## src/rtl/sdram_seq_pkg.sv

```systemverilog
package sdram_seq_pkg;

    // {cs_n, ras_n, cas_n, we_n}
    typedef enum logic [3:0] {
        CMD_MODE = 4'b0000,
        CMD_REF  = 4'b0001,
        CMD_PRE  = 4'b0010,
        CMD_ACT  = 4'b0011,
        CMD_WR   = 4'b0100,
        CMD_RD   = 4'b0101,
        CMD_NOP  = 4'b0111
    } dram_cmd_e;

    typedef enum logic [2:0] {
        ST_BOOT,
        ST_MODE,
        ST_IDLE,
        ST_ACT,
        ST_ACCESS,
        ST_PRE,
        ST_REF,
        ST_WAIT
    } seq_state_e;

endpackage

```

## src/rtl/sdram_gap_timer.sv

```systemverilog
module sdram_gap_timer #(
    parameter int W = 4
) (
    input  logic         clk,
    input  logic         rst,
    input  logic         load,
    input  logic [W-1:0] value,
    output logic         expire
);

    logic [W-1:0] cnt_q;

    always_ff @(posedge clk) begin
        if (rst) begin
            cnt_q <= '0;
        end else if (load) begin
            cnt_q <= value;
        end else if (cnt_q != '0) begin
            cnt_q <= cnt_q - W'(1);
        end
    end

    // last NOP cycle of the gap
    assign expire = (cnt_q == W'(1));

endmodule

```

## src/rtl/sdram_refresh_timer.sv

```systemverilog
module sdram_refresh_timer #(
    parameter int INTERVAL = 390
) (
    input  logic clk,
    input  logic rst,
    input  logic ack,
    output logic pending
);

    localparam int CW = (INTERVAL > 2) ? $clog2(INTERVAL) : 1;

    logic [CW-1:0] cnt_q;
    logic          wrap;

    assign wrap = (cnt_q == CW'(INTERVAL - 1));

    always_ff @(posedge clk) begin
        if (rst) begin
            cnt_q   <= '0;
            pending <= 1'b0;
        end else begin
            cnt_q <= wrap ? '0 : cnt_q + CW'(1);
            if (wrap) begin
                pending <= 1'b1;
            end else if (ack) begin
                pending <= 1'b0;
            end
        end
    end

endmodule

```

## src/rtl/sdram_read_pipe.sv

```systemverilog
module sdram_read_pipe #(
    parameter int DQ_W   = 16,
    parameter int MAX_CL = 3
) (
    input  logic                          clk,
    input  logic                          rst,
    input  logic                          issue,
    input  logic [$clog2(MAX_CL+1)-1:0]   cl,
    input  logic [DQ_W-1:0]               dq_in,
    output logic                          rd_valid,
    output logic [DQ_W-1:0]               rd_data
);

    localparam int CL_W = $clog2(MAX_CL + 1);

    logic [MAX_CL-1:0] pend_q;
    logic              take;

    always_ff @(posedge clk) begin
        if (rst) pend_q[0] <= 1'b0;
        else     pend_q[0] <= issue;
    end

    for (genvar i = 1; i < MAX_CL; i++) begin : g_stage
        always_ff @(posedge clk) begin
            if (rst) pend_q[i] <= 1'b0;
            else     pend_q[i] <= pend_q[i-1];
        end
    end

    always_comb begin
        take = 1'b0;
        for (int i = 0; i < MAX_CL; i++) begin
            if (CL_W'(i + 1) == cl) take = pend_q[i];
        end
    end

    always_ff @(posedge clk) begin
        if (rst) begin
            rd_valid <= 1'b0;
            rd_data  <= '0;
        end else begin
            rd_valid <= take;
            if (take) rd_data <= dq_in;
        end
    end

endmodule

```

## src/rtl/sdram_cmd_seq.sv

```systemverilog
module sdram_cmd_seq
    import sdram_seq_pkg::*;
#(
    parameter int BANK_W       = 2,
    parameter int ROW_W        = 13,
    parameter int COL_W        = 9,
    parameter int DQ_W         = 16,
    parameter int T_MRD        = 2,
    parameter int T_RCD        = 2,
    parameter int T_RP         = 2,
    parameter int T_RFC        = 4,
    parameter int REF_INTERVAL = 390
) (
    input  logic              clk,
    input  logic              rst,
    input  logic              cas_lat3,
    input  logic              req_valid,
    output logic              req_ready,
    input  logic              req_write,
    input  logic [BANK_W-1:0] req_bank,
    input  logic [ROW_W-1:0]  req_row,
    input  logic [COL_W-1:0]  req_col,
    input  logic [DQ_W-1:0]   req_wdata,
    output logic              rd_valid,
    output logic [DQ_W-1:0]   rd_data,
    output logic              dram_cs_n,
    output logic              dram_ras_n,
    output logic              dram_cas_n,
    output logic              dram_we_n,
    output logic [BANK_W-1:0] dram_ba,
    output logic [ROW_W-1:0]  dram_addr,
    output logic [DQ_W-1:0]   dram_dq_out,
    output logic              dram_dq_oe,
    input  logic [DQ_W-1:0]   dram_dq_in
);

    localparam int ADDR_W  = ROW_W;
    localparam int AP_BIT  = 10;
    localparam int MAX_CL  = 3;
    localparam int CL_W    = $clog2(MAX_CL + 1);
    localparam int GAP_SUM = T_MRD + T_RCD + T_RP + T_RFC + MAX_CL;
    localparam int GAP_W   = $clog2(GAP_SUM + 1);

    seq_state_e        state_q, state_d, tgt_q, tgt_d;
    dram_cmd_e         cmd;
    logic [CL_W-1:0]   cl_q;
    logic              wr_q;
    logic [BANK_W-1:0] bank_q;
    logic [ROW_W-1:0]  row_q;
    logic [COL_W-1:0]  col_q;
    logic [DQ_W-1:0]   wdata_q;
    logic              take_req, gap_load, gap_done, ref_pend, ref_ack, rd_issue;
    logic [GAP_W-1:0]  gap_val;

    sdram_gap_timer #(.W(GAP_W)) u_gap (
        .clk(clk), .rst(rst), .load(gap_load), .value(gap_val), .expire(gap_done)
    );

    sdram_refresh_timer #(.INTERVAL(REF_INTERVAL)) u_ref (
        .clk(clk), .rst(rst), .ack(ref_ack), .pending(ref_pend)
    );

    sdram_read_pipe #(.DQ_W(DQ_W), .MAX_CL(MAX_CL)) u_rpipe (
        .clk(clk), .rst(rst), .issue(rd_issue), .cl(cl_q),
        .dq_in(dram_dq_in), .rd_valid(rd_valid), .rd_data(rd_data)
    );

    // next state
    always_comb begin
        state_d  = state_q;
        tgt_d    = tgt_q;
        gap_load = 1'b0;
        gap_val  = '0;
        ref_ack  = 1'b0;
        take_req = 1'b0;
        unique case (state_q)
            ST_BOOT: state_d = ST_MODE;
            ST_MODE: begin
                gap_load = 1'b1;
                gap_val  = GAP_W'(T_MRD - 1);
                tgt_d    = ST_IDLE;
                state_d  = ST_WAIT;
            end
            ST_IDLE: begin
                if (ref_pend) begin
                    state_d = ST_PRE;
                end else if (req_valid) begin
                    take_req = 1'b1;
                    state_d  = ST_ACT;
                end
            end
            ST_ACT: begin
                gap_load = 1'b1;
                gap_val  = GAP_W'(T_RCD - 1);
                tgt_d    = ST_ACCESS;
                state_d  = ST_WAIT;
            end
            ST_ACCESS: begin
                gap_load = 1'b1;
                gap_val  = GAP_W'(cl_q) + GAP_W'(T_RP - 1);
                tgt_d    = ST_IDLE;
                state_d  = ST_WAIT;
            end
            ST_PRE: begin
                gap_load = 1'b1;
                gap_val  = GAP_W'(T_RP - 1);
                tgt_d    = ST_REF;
                state_d  = ST_WAIT;
            end
            ST_REF: begin
                ref_ack  = 1'b1;
                gap_load = 1'b1;
                gap_val  = GAP_W'(T_RFC - 1);
                tgt_d    = ST_IDLE;
                state_d  = ST_WAIT;
            end
            ST_WAIT: begin
                if (gap_done) state_d = tgt_q;
            end
            default: state_d = ST_BOOT;
        endcase
    end

    // state register and request capture
    always_ff @(posedge clk) begin
        if (rst) begin
            state_q <= ST_BOOT;
            tgt_q   <= ST_IDLE;
            cl_q    <= CL_W'(2);
            wr_q    <= 1'b0;
            bank_q  <= '0;
            row_q   <= '0;
            col_q   <= '0;
            wdata_q <= '0;
        end else begin
            state_q <= state_d;
            tgt_q   <= tgt_d;
            if (state_q == ST_MODE) cl_q <= cas_lat3 ? CL_W'(3) : CL_W'(2);
            if (take_req) begin
                wr_q    <= req_write;
                bank_q  <= req_bank;
                row_q   <= req_row;
                col_q   <= req_col;
                wdata_q <= req_wdata;
            end
        end
    end

    // outputs decoded from state
    always_comb begin
        cmd         = CMD_NOP;
        dram_ba     = '0;
        dram_addr   = '0;
        dram_dq_oe  = 1'b0;
        dram_dq_out = '0;
        req_ready   = 1'b0;
        rd_issue    = 1'b0;
        unique case (state_q)
            ST_MODE: begin
                cmd            = CMD_MODE;
                dram_addr[6:4] = cas_lat3 ? 3'd3 : 3'd2;
            end
            ST_IDLE: req_ready = !ref_pend;
            ST_ACT: begin
                cmd       = CMD_ACT;
                dram_ba   = bank_q;
                dram_addr = row_q;
            end
            ST_ACCESS: begin
                cmd                    = wr_q ? CMD_WR : CMD_RD;
                dram_ba                = bank_q;
                dram_addr[COL_W-1:0]   = col_q;
                dram_addr[AP_BIT]      = 1'b1;
                if (wr_q) begin
                    dram_dq_oe  = 1'b1;
                    dram_dq_out = wdata_q;
                end else begin
                    rd_issue = 1'b1;
                end
            end
            ST_PRE: begin
                cmd               = CMD_PRE;
                dram_addr[AP_BIT] = 1'b1;
            end
            ST_REF: cmd = CMD_REF;
            default: ;
        endcase
    end

    assign {dram_cs_n, dram_ras_n, dram_cas_n, dram_we_n} = cmd;

endmodule

```

## config.mk

```make
export PLATFORM = sky130hd
export DESIGN_NAME = sdram_cmd_seq
export DESIGN_NICKNAME = d
export VERILOG_FILES = /design/src/rtl/sdram_seq_pkg.sv /design/src/rtl/sdram_gap_timer.sv /design/src/rtl/sdram_refresh_timer.sv /design/src/rtl/sdram_read_pipe.sv /design/src/rtl/sdram_cmd_seq.sv
export SDC_FILE = /design/constraint.sdc
export NUM_CORES = 1
export LEC_CHECK = 0
export BUFFER_PORTS_ARGS = -buffer_cell sky130_fd_sc_hd__buf_4
export CORE_UTILIZATION = 54
export DETAILED_ROUTE_END_ITERATION = 6
export GPL_ROUTABILITY_DRIVEN = 0
export MAX_ROUTING_LAYER = met4
export PLACE_DENSITY = 0.89
export SYNTH_ARGS = -nofsm -noshare
export SYNTH_HDL_FRONTEND = slang
export SYNTH_SLANG_ARGS = --single-unit
```

## constraint.sdc

```tcl
create_clock -name clk -period 4.8 [get_ports clk]
set_input_delay 0.72 -clock clk [delete_from_list [all_inputs] [get_ports clk]]
set_output_delay 0.72 -clock clk [all_outputs]
set_load 0.02 [all_outputs]
```

=== Yosys cells after proc, flatten, opt, wreduce, memory -nomap -nowiden ===
Index checks and enable logic that the tools add are counted.

* Add/subtract/negate cells: 3
* Equality and inequality tests: 14
* Multiplexer cells: 35
* Bitwise operators: 1
* Reductions and logical operators: 14

{| class="wikitable"
|+ Operators with widths
! operator !! count
|-
| two-way mux 16 bit || 2
|-
| case mux 3 bit (3 select lines) || 3
|-
| two-way mux 1 bit || 18
|-
| case mux 3 bit (5 select lines) || 1
|-
| equality test 3 bit (second input constant) || 4
|-
| case mux 3 bit (4 select lines) || 1
|-
| adder 9 x 1 -> 9 bit (second input constant) || 1
|-
| equality test 9 bit (second input constant) || 1
|-
| two-way mux 3 bit || 3
|-
| two-way mux 4 bit || 2
|-
| case mux 4 bit (2 select lines) || 1
|-
| OR reduction 2 bit || 4
|-
| equality test 3 x 2 -> 1 bit (second input constant) || 2
|-
| OR reduction 3 bit || 2
|-
| OR reduction 5 bit || 1
|-
| equality test 2 bit (first input constant) || 2
|-
| equality test 4 x 1 -> 1 bit (second input constant) || 1
|-
| two-way mux 2 bit || 2
|-
| case mux 2 bit (2 select lines) || 1
|-
| nonzero test 2 bit || 2
|-
| nonzero test 4 bit || 1
|-
| subtractor 4 x 1 -> 4 bit (second input constant) || 1
|-
| adder 2 x 1 -> 3 bit (second input constant) || 1
|-
| equality test 3 x 1 -> 1 bit (second input constant) || 1
|-
| other kinds (9) || 9
|}

* Flip-flop bits (word level): 83
* Input bits: 61
* Output and inout bits: 54
* Word-level logic and storage cells: 83

=== Logic depth before layout (Yosys ltp) ===
Gate-level depths: netlist of run 1.

* Depth in word-level cells: 4
* Gate-level depth with buffers: 7
* Depth with buffers taken out: 5

=== Cells and area by module ===
A second synthesis of run 1 with hierarchy kept.

* Cells, all modules: 423
* Area total of the unflattened synthesis: 3704.8 µm²

{| class="wikitable"
|+ Modules (own cells, without submodules)
! module !! instances !! cells an instance !! area an instance (µm²) !! seq. area each (µm²)
|-
| sdram_cmd_seq || 1 || 301 || 2351.0 || 940.9
|-
| sdram_read_pipe || 1 || 48 || 658.1 || 400.4
|-
| sdram_refresh_timer || 1 || 47 || 449.2 || 200.2
|-
| sdram_gap_timer || 1 || 27 || 246.5 || 80.1
|}

=== Worst setup path before layout of run 1 ===
OpenSTA, ideal clock, no wires.

* Path type: register to output
* Start: register state_q[2]
* End: output port dram_addr[5]
* Arrival: 1.486 ns
* Data required time: 4.080 ns
* Path slack: 2.594 ns
* Cell stages (with the launch flop): 5
* Buffers on the path: 1
* Path through: dfxtp_1 clkbuf_1 nor2b_1 a21oi_1 o21ai_0

* Word-level cells in the longest chain between the ends: 2
* Elaborated cells between the ends (all ways): 4

{| class="wikitable"
|+ Ends and longest elaborated chain
! what !! RTL line !! RTL
|-
| start, declared || sdram_cmd_seq.sv:44 || <nowiki>seq_state_e state_q, state_d, tgt_q, tgt_d;</nowiki>
|-
| start signal, assigned || sdram_cmd_seq.sv:136 || <nowiki>state_q <= state_d;</nowiki>
|-
| equality test 3 bit, or another cell as far along || sdram_cmd_seq.sv:158 || <nowiki>unique case (state_q)</nowiki>
|-
| case mux 3 bit (3 select lines) (*) || sdram_cmd_seq.sv:158 ||
|-
| end, declared || sdram_cmd_seq.sv:31 || <nowiki>output logic [ROW_W-1:0] dram_addr,</nowiki>
|}

Every way passes the cells marked *; elsewhere a longest branch is shown, timed or not.

=== Worst setup path after layout of run 1 ===
* Start: register state_q[1]
* End: output port req_ready

* Word-level cells in the longest chain between the ends: 2

{| class="wikitable"
|+ Ends and longest elaborated chain
! what !! RTL line !! RTL
|-
| equality test 3 x 2 -> 1 bit || sdram_cmd_seq.sv:158 ||
|-
| two-way mux 1 bit || sdram_cmd_seq.sv:158 ||
|-
| end, declared || sdram_cmd_seq.sv:18 || <nowiki>output logic req_ready,</nowiki>
|}

Every way passes these cells.

==> impl_metrics.toml, run 1 <==
[outcome]
run_status = "finished, final reports clean"

[power_and_ir_drop]
p_switching_w = 0.000383
switching_share = 0.263
seqPwrFrac = 0.498
irDropWorstVdd_mv = 0.228
comb_power_share = 0.144
power.internal_w = 0.00107
cellPowerDensity_mw_per_mm2 = 322
pwr-share-clk = 0.357
leakagePower_nw = 1.86

[synth]
avgSynthCellArea_sq_um = 8.18
async_flop_share = 0
synth_edf_count = 0
seq_area_frac_synth = 0.457
syn_inst = 434
synth.distinct_cells = 49
yosys_warnings = 0
ys_seq_elements = 81
synth-main-ff-cell = "dfxtp_1"
synthesis.area_sq_mm = 0.00355
syn_nets = 500

[worst_setup_path]
cp_cell_sequence = "or4b_1, clkinv_4, buf_4"
cp_max_fo = 43
timing_worst_setup_path_type = "reg -> out"
r2r_slack_ns = 2.84
path_delay_family = "flip-flops"
cp.arrival_ns = 2.05
worstPathRequired_ns = 4.08
crit_slowest_cell = "dfxtp_1"
crit_buf_inv = 2
endpoint_kind = "output pin"
critPathMaxStageDelay_ns = 0.65
start_kind = "flip-flop"

[placement]
post-place-cells = 587
io_buffers = 113
dp_hpwl_um = 6040

[layout]
drive_above_1_share = 0.264
multiInputGateArea_sq_mm = 0.00169
ff_latch_area_sq_mm = 0.00162
n_fill_cell = 526
stdcell_count = 603
area_growth_pct = 27.5
nNetsFinal = 587
fin_util = 0.713
antenna_cells = 0

[cts]
htreeDepth = 3
clk_pin_slew_ns = 0.07
post_cts_resized = 0
cts_made_buffers = 9
clockBufferDepth = 2
cts_tree = "done"
clkLatencyLatePin_ns = 0.35
hold_buffers = 0
numClockSinks = 81
clock-root-buffer = "clkbuf_8"
postCtsSetupBuffers = 0

[sta]
finalHoldViolCount = 0
fin_skew_ns = 0.00909
setup_viol = 0
slew_violations = 0
final.setup.tns_ns = 0
rsz0062_at_grt = "no"
whs_ns = 0.453
slew_headroom = 0.174
clock.fmax_mhz = 361
tightest_slew_ns = 1.24
post-route-min-period_ns = 2.77
fin_crit_sh = 0.577

[worst_hold_path]
min_path_type = "reg -> reg"

[detailed_routing]
drt_iter0_markers = 327
wl_per_cell_um = 15.0
vias = 3509
firstDrtPassIters = 4
ant_nets = 0
route.detailed.drc = 0
vias_per_cell = 5.82
drt-total-wl_um = 9060

[grt]
grt_max_degree = 75
grt_pass1_vias = 3296
grt_pass1_wl_um = 14800
antenna_found_initial = 0
overflow = 0
grt_usage = 0.269

[floorplan]
die_height_um = 83.1
die-area_sq_mm = 0.00690
die_x_um = 83.1
core_sq_mm = 0.00635
start_util = 0.559
io_pins = 115
row_count = 29

[job]
cap_violations = 0
[worst register-to-register path, delay by kind of cell (launching register included)]
| kind | cells | cell delay (ns) |
|---|---|---|
| AND/OR/NAND/NOR | 1 | 0.56 |
| flip-flops | 1 | 0.65 |
| AO/OA/AOI/OAI | 2 | 0.30 |
| buffers and inverters | 1 | 0.32 |
[logic make-up (layout without fill, tap and decap cells)]
kind of cell	after synthesis	after routing	synth area share
other	1	1	0.00106
adders and majority gates	5	5	0.0176
muxes	4	4	0.0120
AOI/OAI and AO/OA	140	140	0.217
and+or+nand+nor	148	148	0.212
DFF	81	81	0.457
buffers and inverters	49	141	0.0687
xor gates and xnor gates	6	6	0.0148
[sequential cells by signal, indices dropped and copies added (netlist names)]
signal	cells
wdata_q	16
u_rpipe.rd_valid	1
u_ref.pending	1
u_rpipe.pend_q	3
col_q	9
state_q	3
cl_q	1
bank_q	2
u_ref.cnt_q	9
u_gap.cnt_q	4
tgt_q	2
u_rpipe.rd_data	16
wr_q	1
row_q	13
[per-layer routing]
layer  up-vias  global-route usage  share of wire
met5         -                   -              0
met1      1633               0.331           0.42
met4         0               0.105          0.018
li1       1701                   -              -
met2       156               0.431           0.49
met3        19              0.0606          0.078
[Yosys cell counts, types with 3 or more instances]
master / number / area share
dfxtp_1: 81 / 0.46
buf_2: 11 / 0.016
a22o_1: 7 / 0.017
buf_1: 3 / 0.0032
nand2_1: 40 / 0.042
nor2b_1: 4 / 0.0070
xor2_1: 4 / 0.0099
nor2_1: 14 / 0.015
inv_1: 7 / 0.0074
nor3b_1: 3 / 0.0063
or3_1: 4 / 0.0070
clkbuf_1: 20 / 0.021
and2_1: 3 / 0.0053
nand3_1: 48 / 0.068
ha_1: 5 / 0.018
o21ai_1: 41 / 0.058
buf_6: 5 / 0.016
o21ai_0: 10 / 0.014
o21a_1: 3 / 0.0063
and3_1: 18 / 0.032
a21oi_1: 67 / 0.094
[power groups by stage]
stage	clock network (W)	registers [W]	logic, W
2_1_floorplan	0	0.000730	0.000145
3_3_place_gp	0	0.000739	0.000201
5_1_grt	0.000563	0.000729	0.000227
3_5_place_dp	0	0.000740	0.000208
4_1_cts	0.000529	0.000725	0.000209
6_report	0.000520	0.000726	0.000210
[cell type report]
type	instances	area share
Multi-Input combinational cell	304	0.372
Sequential cell	81	0.358
Timing Repair Buffer	116	0.192
Clock buffer	12	0.0365
Tap cell	77	0.0213
Clock inverter	4	0.0108
Inverter	9	0.00857
[worst paths after layout]
check                                       start                 to  depth (start not counted)
worst max register to register         state_q[1]        wdata_q[15]                          4
worst min-delay path            u_rpipe.pend_q[0]  u_rpipe.pend_q[1]                          1
worst max-delay path                   state_q[1]          req_ready                          3
worst min register to register  u_rpipe.pend_q[0]  u_rpipe.pend_q[1]                          1
[cell usage in the layout (no fill, tap or decap), types with 3 or more instances in the layout]
cell,count
a21oi_1,67
nand2_1,40
xor2_1,4
nand3_1,48
and2_1,3
inv_1,7
a22o_1,7
ha_1,5
and3_1,18
o21ai_0,10
nor2b_1,4
nor3b_1,3
o21a_1,3
nor2_1,14
clkbuf_8,12
or3_1,4
o21ai_1,41
buf_4,116
dfxtp_1,81
[stage by stage]
stage          power [W]  setup WS [ns]  area, sq um
2_1_floorplan   0.000875           2.59         3550
3_3_place_gp    0.000940           2.46         4310
3_5_place_dp    0.000949           2.39         4310
4_1_cts          0.00146           2.04         4530
5_1_grt          0.00152           1.94         4530
6_report         0.00146           2.03         4530
Power figures use the tool's default switching activity.
==> run 2: changes to the inputs <==
- CORE_UTILIZATION: 54 -> 46
- PLACE_DENSITY: 0.89 -> 0.81
- clock period: 4.8 -> 2.5 ns (I/O delays scaled with it)
==> run 2 against run 1 <==
Effect of this change: clock skew is 0.00062 ns lower; final cell count is 4.3% higher; setup slack worse by 1.9 ns; sequential power is 91% higher; via count is 3.2% lower; count of clock-buffer cells in the layout is 2 lower; non-clock buffer count is 5 higher; global-route usage is 3.2 points lower; routed wire length is 0.36% higher; combinational power is 100% higher; critical endpoint unchanged; largest power group unchanged.
==> impl_metrics.toml, run 2 (synthesis results as in run 1) <==
[outcome]
run_status = "finished, final reports clean"

[power_and_ir_drop]
leakagePower_nw = 1.88
irDropWorstVdd_mv = 0.410
cellPowerDensity_mw_per_mm2 = 613

[sta]
final.setup.tns_ns = 0
rsz0062_at_grt = "no"
setup_viol = 0
fin_crit_sh = 0.938
post-route-min-period_ns = 2.34
slew_violations = 0
whs_ns = 0.271
finalHoldViolCount = 0
clock.fmax_mhz = 427
slew_headroom = 0.583
tightest_slew_ns = 0.625
fin_skew_ns = 0.00847

[detailed_routing]
vias_per_cell = 5.40
firstDrtPassIters = 4
vias = 3395
route.detailed.drc = 0
wl_per_cell_um = 14.4
drt-total-wl_um = 9090
ant_nets = 0
drt_iter0_markers = 249

[cts]
post_cts_resized = 0
clock-root-buffer = "clkbuf_8"
clockBufferDepth = 2
htreeDepth = 3
numClockSinks = 81
cts_made_buffers = 9
cts_tree = "done"
postCtsSetupBuffers = 0
clk_pin_slew_ns = 0.08
hold_buffers = 0
clkLatencyLatePin_ns = 0.35

[worst_setup_path]
crit_start = "state_q[0]"
start_kind = "flip-flop"
crit_buf_inv = 2
cp.arrival_ns = 1.97
worstPathRequired_ns = 2.12
critPathMaxStageDelay_ns = 0.65
reg2reg_from = "state_q[0]"
reg2regPathDepth = 4
path_delay_family = "simple AND/OR/NAND/NOR gates"
timing_worst_setup_path_type = "reg -> out"
crit_slowest_cell = "or4b_1"
r2r_slack_ns = 0.67
endpoint_kind = "output pin"
cp_max_fo = 43
r2r-end = "wdata_q[1]"
path_depth = 3
cp_cell_sequence = "or4b_1, clkinv_4, buf_4"
crit_path_end = "req_ready"

[layout]
final_common_cell = "buf_4"
final_cell_mix = "buf_4 (120), dfxtp_1 (81), a21oi_1 (67)"
top_regs = "u_rpipe.rd_data: 16 flops, wdata_q: 16 flops, row_q: 13 flops"
drive_above_1_share = 0.268
area_growth_pct = 29.5
antenna_cells = 0
nNetsFinal = 592

[job]
cap_violations = 0

[grt]
grt_pass1_wl_um = 15200
overflow = 0
grt_use_met3 = 0.0609
grt_pass1_vias = 3258
grt_use_met2 = 0.377
gr-usage-met1 = 0.288
grt_max_degree = 46
antenna_found_initial = 0
busiest_layer = "met2"
grt_usage = 0.237

[floorplan]
die_height_um = 89.9
start_util = 0.482
io_pins = 115
row_count = 31
die-area_sq_mm = 0.00807
core_sq_mm = 0.00737
die_x_um = 89.9

[placement]
dp_hpwl_um = 6120
io_buffers = 113

[worst_hold_path]
min_path_type = "in -> reg"
==> run 2: cell count changes in the layout (fill, tap and decap cells not counted) <==
cell | previous run | this run
buf_12 | 0 | 1
buf_4 | 116 | 120
bufinv_16 | 1 | 2
clkbuf_1 | 0 | 1
clkbuf_8 | 12 | 9
clkinv_2 | 2 | 1
clkinv_4 | 1 | 2
clkinvlp_4 | 0 | 1
inv_6 | 1 | 0
==> run 2: worst min-delay path by stage <==
stage / startpoint / to / slack, ns / cells past startpoint
2_1_floorplan: u_rpipe.pend_q[0] / u_rpipe.pend_q[1] / 0.41 / 1
3_3_place_gp: u_rpipe.rd_data[2] / u_rpipe.rd_data[2] / 0.44 / 2
3_5_place_dp: u_rpipe.pend_q[0] / u_rpipe.pend_q[1] / 0.43 / 1
4_1_cts: dram_dq_in[14] / u_rpipe.rd_data[14] / 0.25 / 3
5_1_grt: dram_dq_in[15] / u_rpipe.rd_data[15] / 0.24 / 3
6_report: dram_dq_in[10] / u_rpipe.rd_data[10] / 0.27 / 3
==> run 2: worst min-delay path: cells and delay by family <==
kind                   cells  cell delay (ns)
AOI/OAI and AO/OA          1             0.05
buffers and inverters      1             0.11
and+or+nand+nor            1             0.04
==> run 2: power breakdown <==
part           switching [W]  internal, W  total, W  leakage [nW]
sequential         0.0000478      0.00134   0.00139         0.657
combinational       0.000236     0.000183  0.000419          1.12
clock               0.000456     0.000557   0.00101         0.102
total               0.000739      0.00208   0.00282          1.88
==> run 2: metrics by stage <==
step / util / std cells / power, W / cell area, sq um / worst slack [ns]
floorplan: - / 434 / 0.00168 / 3550 / 0.639
global placement: 0.596 / 614 / 0.00182 / 4390 / 0.566
finish: 0.624 / 629 / 0.00282 / 4600 / 0.156
global route: 0.624 / 629 / 0.00296 / 4600 / 0.0313
CTS: 0.624 / 629 / 0.00285 / 4600 / 0.152
detailed placement: 0.596 / 614 / 0.00183 / 4390 / 0.541
==> run 2: area by class of cell <==
| class | count | area (sq um) |
|---|---|---|
| Fill cell | 652 | 2770 |
| Clock buffer | 10 | 128 |
| Clock inverter | 5 | 81.3 |
| Timing Repair Buffer | 121 | 921 |
| Multi-Input combinational cell | 304 | 1690 |
| Tap cell | 99 | 124 |
| Sequential cell | 81 | 1620 |
| Inverter | 9 | 38.8 |
==> run 2: metal layers <==
layer | up-vias | share of wire
met2 | 141 | 0.48
met1 | 1529 | 0.42
met4 | 0 | 0.019
met5 | - | 0
li1 | 1707 | -
met3 | 18 | 0.075
